===== src/rtl/magcmp_pkg.sv =====
package magcmp_pkg;

  // Condition flags produced by the subtractor
  typedef struct packed {
    logic carry;
    logic zero;
    logic neg;
    logic ovf;
  } cmpFlags_t;

  // Strobes from control to datapath that set up the adder as a subtractor
  typedef struct packed {
    logic invertA;
    logic carryIn;
  } cmpStrobe_t;

endpackage


===== src/rtl/magcmp_and_tree.sv =====
// Balanced AND reduction tree of log2 depth; unused leaves padded with 1.
module magcmp_and_tree #(
  parameter int W = 32
) (
  input  logic [W-1:0] leaves,
  output logic         allSet
);
  localparam int LEVELS = (W <= 1) ? 1 : $clog2(W);
  localparam int PADW   = 1 << LEVELS;

  logic [PADW-1:0] padded;

  always_comb begin
    padded = '1;
    padded[W-1:0] = leaves;
  end

  for (genvar l = 0; l <= LEVELS; l++) begin : g_lvl
    localparam int CNT = PADW >> l;
    logic [CNT-1:0] v;
    if (l == 0) begin : g_leaf
      assign v = padded;
    end else begin : g_node
      for (genvar i = 0; i < CNT; i++) begin : g_and
        assign v[i] = g_lvl[l-1].v[2*i] & g_lvl[l-1].v[2*i+1];
      end
    end
  end

  assign allSet = g_lvl[LEVELS].v[0];

endmodule


===== src/rtl/magcmp_datapath.sv =====
module magcmp_datapath
  import magcmp_pkg::*;
#(
  parameter int W = 32
) (
  input  logic [W-1:0] opA,
  input  logic [W-1:0] opB,
  input  cmpStrobe_t   strobe,
  output cmpFlags_t    flags,
  output logic         isEqual,
  output logic         aAllOnes,
  output logic         aAllZeros
);
  localparam int MSB = W - 1;

  logic [W-1:0] addendA;
  logic [W:0]   sumFull;
  logic [W-1:0] diff;
  logic         diffZero;

  // Single adder: opB + (~opA) + 1 gives opB - opA
  assign addendA = strobe.invertA ? ~opA : opA;
  assign sumFull = {1'b0, opB} + {1'b0, addendA} + {{W{1'b0}}, strobe.carryIn};
  assign diff    = sumFull[W-1:0];

  // Zero flag: all-ones detect on the inverted difference
  magcmp_and_tree #(.W(W)) i_zeroTree (.leaves(~diff), .allSet(diffZero));

  // Equality: per-bit XNOR into an all-ones detector
  magcmp_and_tree #(.W(W)) i_eqTree (.leaves(~(opA ^ opB)), .allSet(isEqual));

  // Single-operand detectors
  magcmp_and_tree #(.W(W)) i_onesTree  (.leaves(opA),  .allSet(aAllOnes));
  magcmp_and_tree #(.W(W)) i_zerosTree (.leaves(~opA), .allSet(aAllZeros));

  always_comb begin
    flags.carry = sumFull[W];
    flags.zero  = diffZero;
    flags.neg   = diff[MSB];
    flags.ovf   = (opA[MSB] ^ opB[MSB]) & (diff[MSB] ^ opB[MSB]);
  end

endmodule


===== src/rtl/magcmp_ctrl.sv =====
module magcmp_ctrl
  import magcmp_pkg::*;
(
  input  logic       signedMode,
  input  cmpFlags_t  flags,
  output cmpStrobe_t strobe,
  output logic       isLess,
  output logic       isLessEq,
  output logic       isGreaterEq
);
  logic unsignedLe;
  logic signedLe;
  logic orderLe;

  // Subtraction is always requested: invert A, carry in one
  assign strobe.invertA = 1'b1;
  assign strobe.carryIn = 1'b1;

  // D = B - A. Unsigned: carry set means B >= A. Signed: N xor V clear means B >= A.
  assign unsignedLe = flags.carry;
  assign signedLe   = ~(flags.neg ^ flags.ovf);
  assign orderLe    = signedMode ? signedLe : unsignedLe;

  assign isLessEq    = orderLe;
  assign isLess      = orderLe & ~flags.zero;
  assign isGreaterEq = ~isLess;

endmodule


===== src/rtl/mag_compare_unit.sv =====
module mag_compare_unit
  import magcmp_pkg::*;
#(
  parameter int W = 32
) (
  input  logic [W-1:0] opA,
  input  logic [W-1:0] opB,
  input  logic         signedMode,
  output logic         isEqual,
  output logic         isLess,
  output logic         isLessEq,
  output logic         isGreaterEq,
  output logic         flagCarry,
  output logic         flagZero,
  output logic         flagNeg,
  output logic         flagOvf,
  output logic         aAllOnes,
  output logic         aAllZeros
);
  cmpFlags_t  flags;
  cmpStrobe_t strobe;

  magcmp_datapath #(.W(W)) i_datapath (
    .opA      (opA),
    .opB      (opB),
    .strobe   (strobe),
    .flags    (flags),
    .isEqual  (isEqual),
    .aAllOnes (aAllOnes),
    .aAllZeros(aAllZeros)
  );

  magcmp_ctrl i_ctrl (
    .signedMode (signedMode),
    .flags      (flags),
    .strobe     (strobe),
    .isLess     (isLess),
    .isLessEq   (isLessEq),
    .isGreaterEq(isGreaterEq)
  );

  assign flagCarry = flags.carry;
  assign flagZero  = flags.zero;
  assign flagNeg   = flags.neg;
  assign flagOvf   = flags.ovf;

endmodule


===== config.mk =====
export PLATFORM = sky130hd
export DESIGN_NAME = mag_compare_unit
export DESIGN_NICKNAME = d
export VERILOG_FILES = /design/src/rtl/magcmp_pkg.sv /design/src/rtl/magcmp_and_tree.sv /design/src/rtl/magcmp_datapath.sv /design/src/rtl/magcmp_ctrl.sv /design/src/rtl/mag_compare_unit.sv
export SDC_FILE = /design/constraint.sdc
export NUM_CORES = 1
export LEC_CHECK = 0
export BUFFER_PORTS_ARGS = -buffer_cell sky130_fd_sc_hd__buf_4
export CORE_ASPECT_RATIO = 0.6
export CORE_UTILIZATION = 50
export DETAILED_ROUTE_END_ITERATION = 8
export PLACE_DENSITY = 0.76
export RECOVER_POWER = 25
export SKIP_LAST_GASP = 1
export SLEW_MARGIN = 10
export SYNTH_ARGS = -nofsm -noshare
export SYNTH_HDL_FRONTEND = slang
export SYNTH_HIERARCHICAL = 1
export SYNTH_SLANG_ARGS = --single-unit

===== constraint.sdc =====
create_clock -name vclk -period 6.17
set_input_delay 1.234 -clock vclk [all_inputs]
set_output_delay 1.234 -clock vclk [all_outputs]
set_load 0.02 [all_outputs]

==> summary.md, run 1 <==
- **post-synthesis xor/xnor area fraction** 27.26%
- **worst hold slack** 2810 ps
- **number of max-cap violations** 0
- **routed length per instance** 16.19 um
- **WHS Endpoint** isGreaterEq
- **number of global-route vias before repair** 2838
- **yosys synthesis warning count** 6
- **Cell Rows** 21
- **count of antenna-violating nets left after detailed routing** 0
- **Max IR drop VDD** 0.05597 mV
- **maximum number of pins on one net before global-route repair** 33
- **share of the synthesized area in compound gates (AO/OA/AOI/OAI)** 24.35%
- **Avg Vias per Cell** 5.957
- **RSZ-0062 raised after global routing** no
- **synthesized netlist cell count** 412
- **mux contribution to synthesized area** 0.5135%
- **width of the die** 100.7 um
- **number of flip-flops and latches** 0
- **total wirelength of the detailed-routed design** 8999 um
- **GRT Total Usage** 29.14%
- **Worst Hold Path Cells** 3
- **Final Critical Period** 5985 ps
- **area of the die** 6168 um2
- **post-layout net count** 576
- **PD cells** 138.4 nW/um2
- **core utilization of the finished layout** 63.38%
- **total vias in the final route** 3312
- **WP data required** 4940 ps
- **type of element launching the critical path** input port
- **start point of the worst min-delay path** signedMode
- **DRT Pass-1 Iters** 5
- **dominant combinational cell family by area after synthesis** XOR/XNOR gates
- **leading cell types by total area after synthesis** sky130_fd_sc_hd__xnor2_1, sky130_fd_sc_hd__ha_1, sky130_fd_sc_hd__xor2_1
- **count of unique library cells instantiated by Yosys** 65
- **Initial Utilization** 52.25%
- **final worst path period share** 97.00%
- **CORE AREA** 5597 um2
- **post-synthesis average cell area** 7.097 um2
- **post-CTS setup buffers** 0
- **Setup crit end kind** output pin
- **count of endpoints failing hold in the final timing report** 0
- **number of primary I/O pins** 75
- **cell area after synthesis** 2924 um2
- **count of filler cells inserted in the layout** 537
- **count of buffers inserted at the top-level ports** 75
- **post-synthesis adder-cell area fraction** 14.63%
- **result of the run** finished clean
- **antenna violations before repair** 0
- **type of the tightest min-delay check** in2out
- **Die Span Y** 61.24 um
- **final global-route overflow total** 0
- **number of antenna cells inserted** 0
- **maximum clock frequency** 167.1 MHz
- **gpl congestion** 0.9486
- **most numerous cell in the Yosys netlist** sky130_fd_sc_hd__xnor2_1
- **cell taking the most area after synthesis** sky130_fd_sc_hd__xnor2_1
- **data arrival at the endpoint of the critical path** 4750 ps
- **standby leakage power** 1.631 nW
- **largest fanout on the critical path** 4
- **most instantiated cells after synthesis** sky130_fd_sc_hd__xnor2_1, sky130_fd_sc_hd__xor2_1, sky130_fd_sc_hd__inv_1
- **wire length of the first global-routing pass** 14020 um
- **Post-Synth Simple-Gate Area** 25.97%
- **Synth-to-Final Area Change** 21.31%
- **final count of negative-setup-slack endpoints** 0
- **type of the worst setup path** in2out
- **sequential cell area** 0 um2
- **fraction of layout cells with a size suffix above 1** 20.59%
- **half-perimeter wire length after detailed placement** 7776 um
- **count of clock buffers in the final design** 0
- **Iteration-0 DRC Markers** 270
- **Yosys top cell area share** 14.08%
- **Max Slew Vio Count** 0
- **final routed DRC violation total** 0
- **sequential fraction of the synthesis area** 0%
==> logic make-up after synthesis <==
logic type / after synthesis
simple gates: 133
compound gates: 102
xor+xnor: 91
buf+inv: 51
fa+ha+maj: 33
mux: 1
other cells: 1
==> layer usage <==
layer / vias up / GRT usage [%] / routed length [um]
met5: - / 0 / 0
met4: 0 / 0.4141 / 10
met3: 4 / 3.859 / 1029
met2: 170 / 39.73 / 3238
met1: 1516 / 48.85 / 4720
li1: 1622 / - / -
==> repair_timing <==
action,4_1_cts,5_1_grt
pin swaps,1,2
endpoints found under the setup margin,1,2
resized for setup,1,6
cloned,0,0
hold buffers,0,0
==> layout by cell type, fill, tap and decap left out, drive strengths merged, types with 7 or more instances in the layout <==
master	Yosys	final
nand4	36	36
nand2	23	23
nand3	7	7
ha	31	31
nand2b	8	8
a21oi	28	28
nor2	22	22
inv	38	38
a21o	16	16
xnor2	47	47
buf	9	74
xor2	44	44
o21ai	19	19
or4	8	8
==> worst max path at each step <==
stage	start	end	slack, ps	cells after the start
final	opA[0]	isLess	190	17
after floorplan	opA[0]	isGreaterEq	470	16
after detailed placement	opA[0]	isLess	-9	17
after global placement	opA[0]	isLess	160	17
after global routing	opA[0]	isLess	20	17
after CTS	opA[0]	isLess	10	17
==> area by class of cell <==
cell class | instances | area, um2 | share of cell area [%]
Multi-Input combinational cell | 362 | 2741 | 77.28
Timing Repair Buffer | 76 | 563.0 | 15.87
Inverter | 38 | 142.6 | 4.021
Tap cell | 80 | 100.1 | 2.822
==> critical path: stages <==
cell and delay, ps:
sky130_fd_sc_hd__buf_4 130, sky130_fd_sc_hd__xnor2_1 140, sky130_fd_sc_hd__fa_2 370, sky130_fd_sc_hd__fa_2 380
sky130_fd_sc_hd__nor2b_2 150, sky130_fd_sc_hd__o31a_1 250, sky130_fd_sc_hd__o31ai_4 120, sky130_fd_sc_hd__a21oi_2 160
sky130_fd_sc_hd__o21ai_1 150, sky130_fd_sc_hd__or3_1 340, sky130_fd_sc_hd__nand3_1 100, sky130_fd_sc_hd__nand4_1 80
sky130_fd_sc_hd__or4_1 540, sky130_fd_sc_hd__nor2_4 160, sky130_fd_sc_hd__nor3b_1 80, sky130_fd_sc_hd__a31o_2 220
sky130_fd_sc_hd__buf_4 150
==> stage by stage <==
step           area [um2]  cells  setup slack [ps]  setup TNS (ps)  total power (W)
2_1_floorplan        2928    413             466.3               0        0.0003320
3_5_place_dp         3532    556            -8.528          -8.528        0.0004727
4_1_cts              3535    556             12.84               0        0.0004762
5_1_grt              3547    556             17.29               0        0.0005345
6_report             3547    556             185.1               0        0.0004908
3_3_place_gp         3532    556             159.4               0        0.0004698
==> power by group <==
| group | internal (W) | switching (W) |
|---|---|---|
| combinational | 0.000217 | 0.000274 |
| sequential | 0 | 0 |
| clock | 0 | 0 |
| total | 0.000217 | 0.000274 |
(Power assumes the default switching activity.)
==> run 2, diff against run 1 <==
--- a/config.mk
+++ b/config.mk
@@ -9,6 +9,7 @@
 export CORE_ASPECT_RATIO = 0.6
 export CORE_UTILIZATION = 50
 export DETAILED_ROUTE_END_ITERATION = 8
+export MAX_ROUTING_LAYER = met4
 export PLACE_DENSITY = 0.76
 export RECOVER_POWER = 25
 export SKIP_LAST_GASP = 1
==> run 2 against run 1 <==
  * Clock-buffer cell count did not move
  * Critical path type unchanged
  * Worst hold slack better by 8.3 ps
  * Via count increased by 0.63%
  * Power is 0.91% higher
  * Sequential cell count unchanged
  * Utilization decreased by 0.11 points
  * Combinational power increased by 0.8%
  * Sequential share of layout area did not move
  * Non-clock buffer count did not move
  * Global-route usage rose by 2.0 points
  * First-iteration DRC count grew 20%
  * Die area unchanged
==> summary.md, run 2 (synthesized netlist as in run 1, its figures left out) <==
- **routed length per instance** 16.46 um
- **wire length of the first global-routing pass** 14460 um
- **count of clock buffers in the final design** 0
- **CORE AREA** 5597 um2
- **Avg Vias per Cell** 5.995
- **final global-route overflow total** 0
- **CP most frequent cell** sky130_fd_sc_hd__buf_4
- **final worst path period share** 97.37%
- **gpl congestion** 1.014
- **buffer and inverter count on the worst path** 2
- **final routed DRC violation total** 0
- **type of element launching the critical path** input port
- **number of global-route vias before repair** 2887
- **type of the worst setup path** in2out
- **total wirelength of the detailed-routed design** 9152 um
- **core utilization of the finished layout** 63.27%
- **number of primary I/O pins** 75
- **width of the die** 100.7 um
- **final count of negative-setup-slack endpoints** 0
- **antenna violations before repair** 0
- **maximum number of pins on one net before global-route repair** 33
- **Max Slew Vio Count** 0
- **data arrival at the endpoint of the critical path** 4770 ps
- **largest fanout on the critical path** 4
- **number of antenna cells inserted** 0
- **Crit path max-delay family** simple AND/OR/NAND/NOR gates
- **post-layout net count** 576
- **cell with the biggest individual delay on the critical path** sky130_fd_sc_hd__or4_1
- **area of the die** 6168 um2
- **worst path cell trace** buf_4, xnor2_1, fa_1, fa_2, nor2b_2, o31a_1, o31ai_4, a21oi_1, o21ai_1, or3_1, nand3_1, nand4_1, or4_1, nor2_4, nor3b_1, a31o_2, buf_4
- **fraction of layout cells with a size suffix above 1** 20.17%
- **GRT Total Usage** 31.11%
- **Max stage delay on crit path** 530 ps
- **total vias in the final route** 3333
- **Final Non-Filler Cells** 556
- **Setup crit end kind** output pin
- **PD cells** 139.9 nW/um2
- **most common library cell in the layout ignoring fill and taps** sky130_fd_sc_hd__buf_4
- **WP data required** 4940 ps
- **count of antenna-violating nets left after detailed routing** 0
- **count of buffers inserted at the top-level ports** 75
- **# placed instances** 555
- **sequential cell area** 0 um2
- **Cell Rows** 21
- **leading cell types in the layout, fill and taps excluded** sky130_fd_sc_hd__buf_4, sky130_fd_sc_hd__xnor2_1, sky130_fd_sc_hd__xor2_1, sky130_fd_sc_hd__inv_1, sky130_fd_sc_hd__nand4_1
- **Die Span Y** 61.24 um
- **DRT Pass-1 Iters** 5
- **Post-CTS Hold Fix Bufs** 0
- **number of max-cap violations** 0
- **Final Critical Period** 6008 ps
- **number of flip-flops and latches** 0
- **result of the run** finished clean
- **half-perimeter wire length after detailed placement** 7789 um
- **type of the tightest min-delay check** in2out
- **maximum clock frequency** 166.5 MHz
- **standby leakage power** 1.632 nW
- **worst hold slack** 2818 ps
- **Initial Utilization** 52.25%
- **Max IR drop VDD** 0.05911 mV
- **Synth-to-Final Area Change** 21.10%
- **Iteration-0 DRC Markers** 325
- **count of endpoints failing hold in the final timing report** 0
==> run 2: cell counts in the layout (fill, tap and decap cells not counted) <==
No cell type changed its count.
==> run 2: metrics by stage <==
stage                     cell area, um2  setup TNS (ps)  total power, W  worst slack [ps]
after floorplan                     2928               0       0.0003320             466.3
after global placement              3525               0       0.0004688             172.2
after detailed placement            3525               0       0.0004734             1.711
after CTS                           3525               0       0.0004768             5.080
after global routing                3541          -40.23       0.0005366            -35.58
final                               3541               0       0.0004953             162.4
==> run 2: final cells by class <==
class	instances	area, um2
Multi-Input combinational cell	362	2735
Fill cell	525	2056
Timing Repair Buffer	76	563.0
Inverter	38	142.6
Tap cell	80	100.1
==> run 2: tightest hold or removal path, delay by kind of cell <==
| family | cells | cell delay (ps) |
|---|---|---|
| AOI/OAI and AO/OA | 1 | 80 |
| buffers and inverters | 2 | 260 |
==> run 2: path summary, 6_finish.rpt <==
path        from           to  slack [ps]  depth (start not counted)
max       opA[0]       isLess         160                         17
min   signedMode  isGreaterEq        2820                          3
==> run 2: power breakdown <==
group	total, W	internal (W)	switching (W)
clock	0	0	0
sequential	0	0	0
combinational	0.000495	0.000217	0.000279
==> run 2: routing by layer <==
metal | vias up | GRT usage (%) | wire, um
met2 | 173 | 42.17 | 3393
met1 | 1537 | 48.65 | 4785
met4 | 0 | 0 | 5
li1 | 1619 | - | -
met3 | 4 | 5.902 | 969
met5 | - | - | 0
==> run 2: timing repair <==
| item | 4_1_cts | 5_1_grt |
|---|---|---|
| buffers inserted | 0 | 1 |
| setup endpoints to repair | 0 | 2 |
| resized for setup | 0 | 5 |
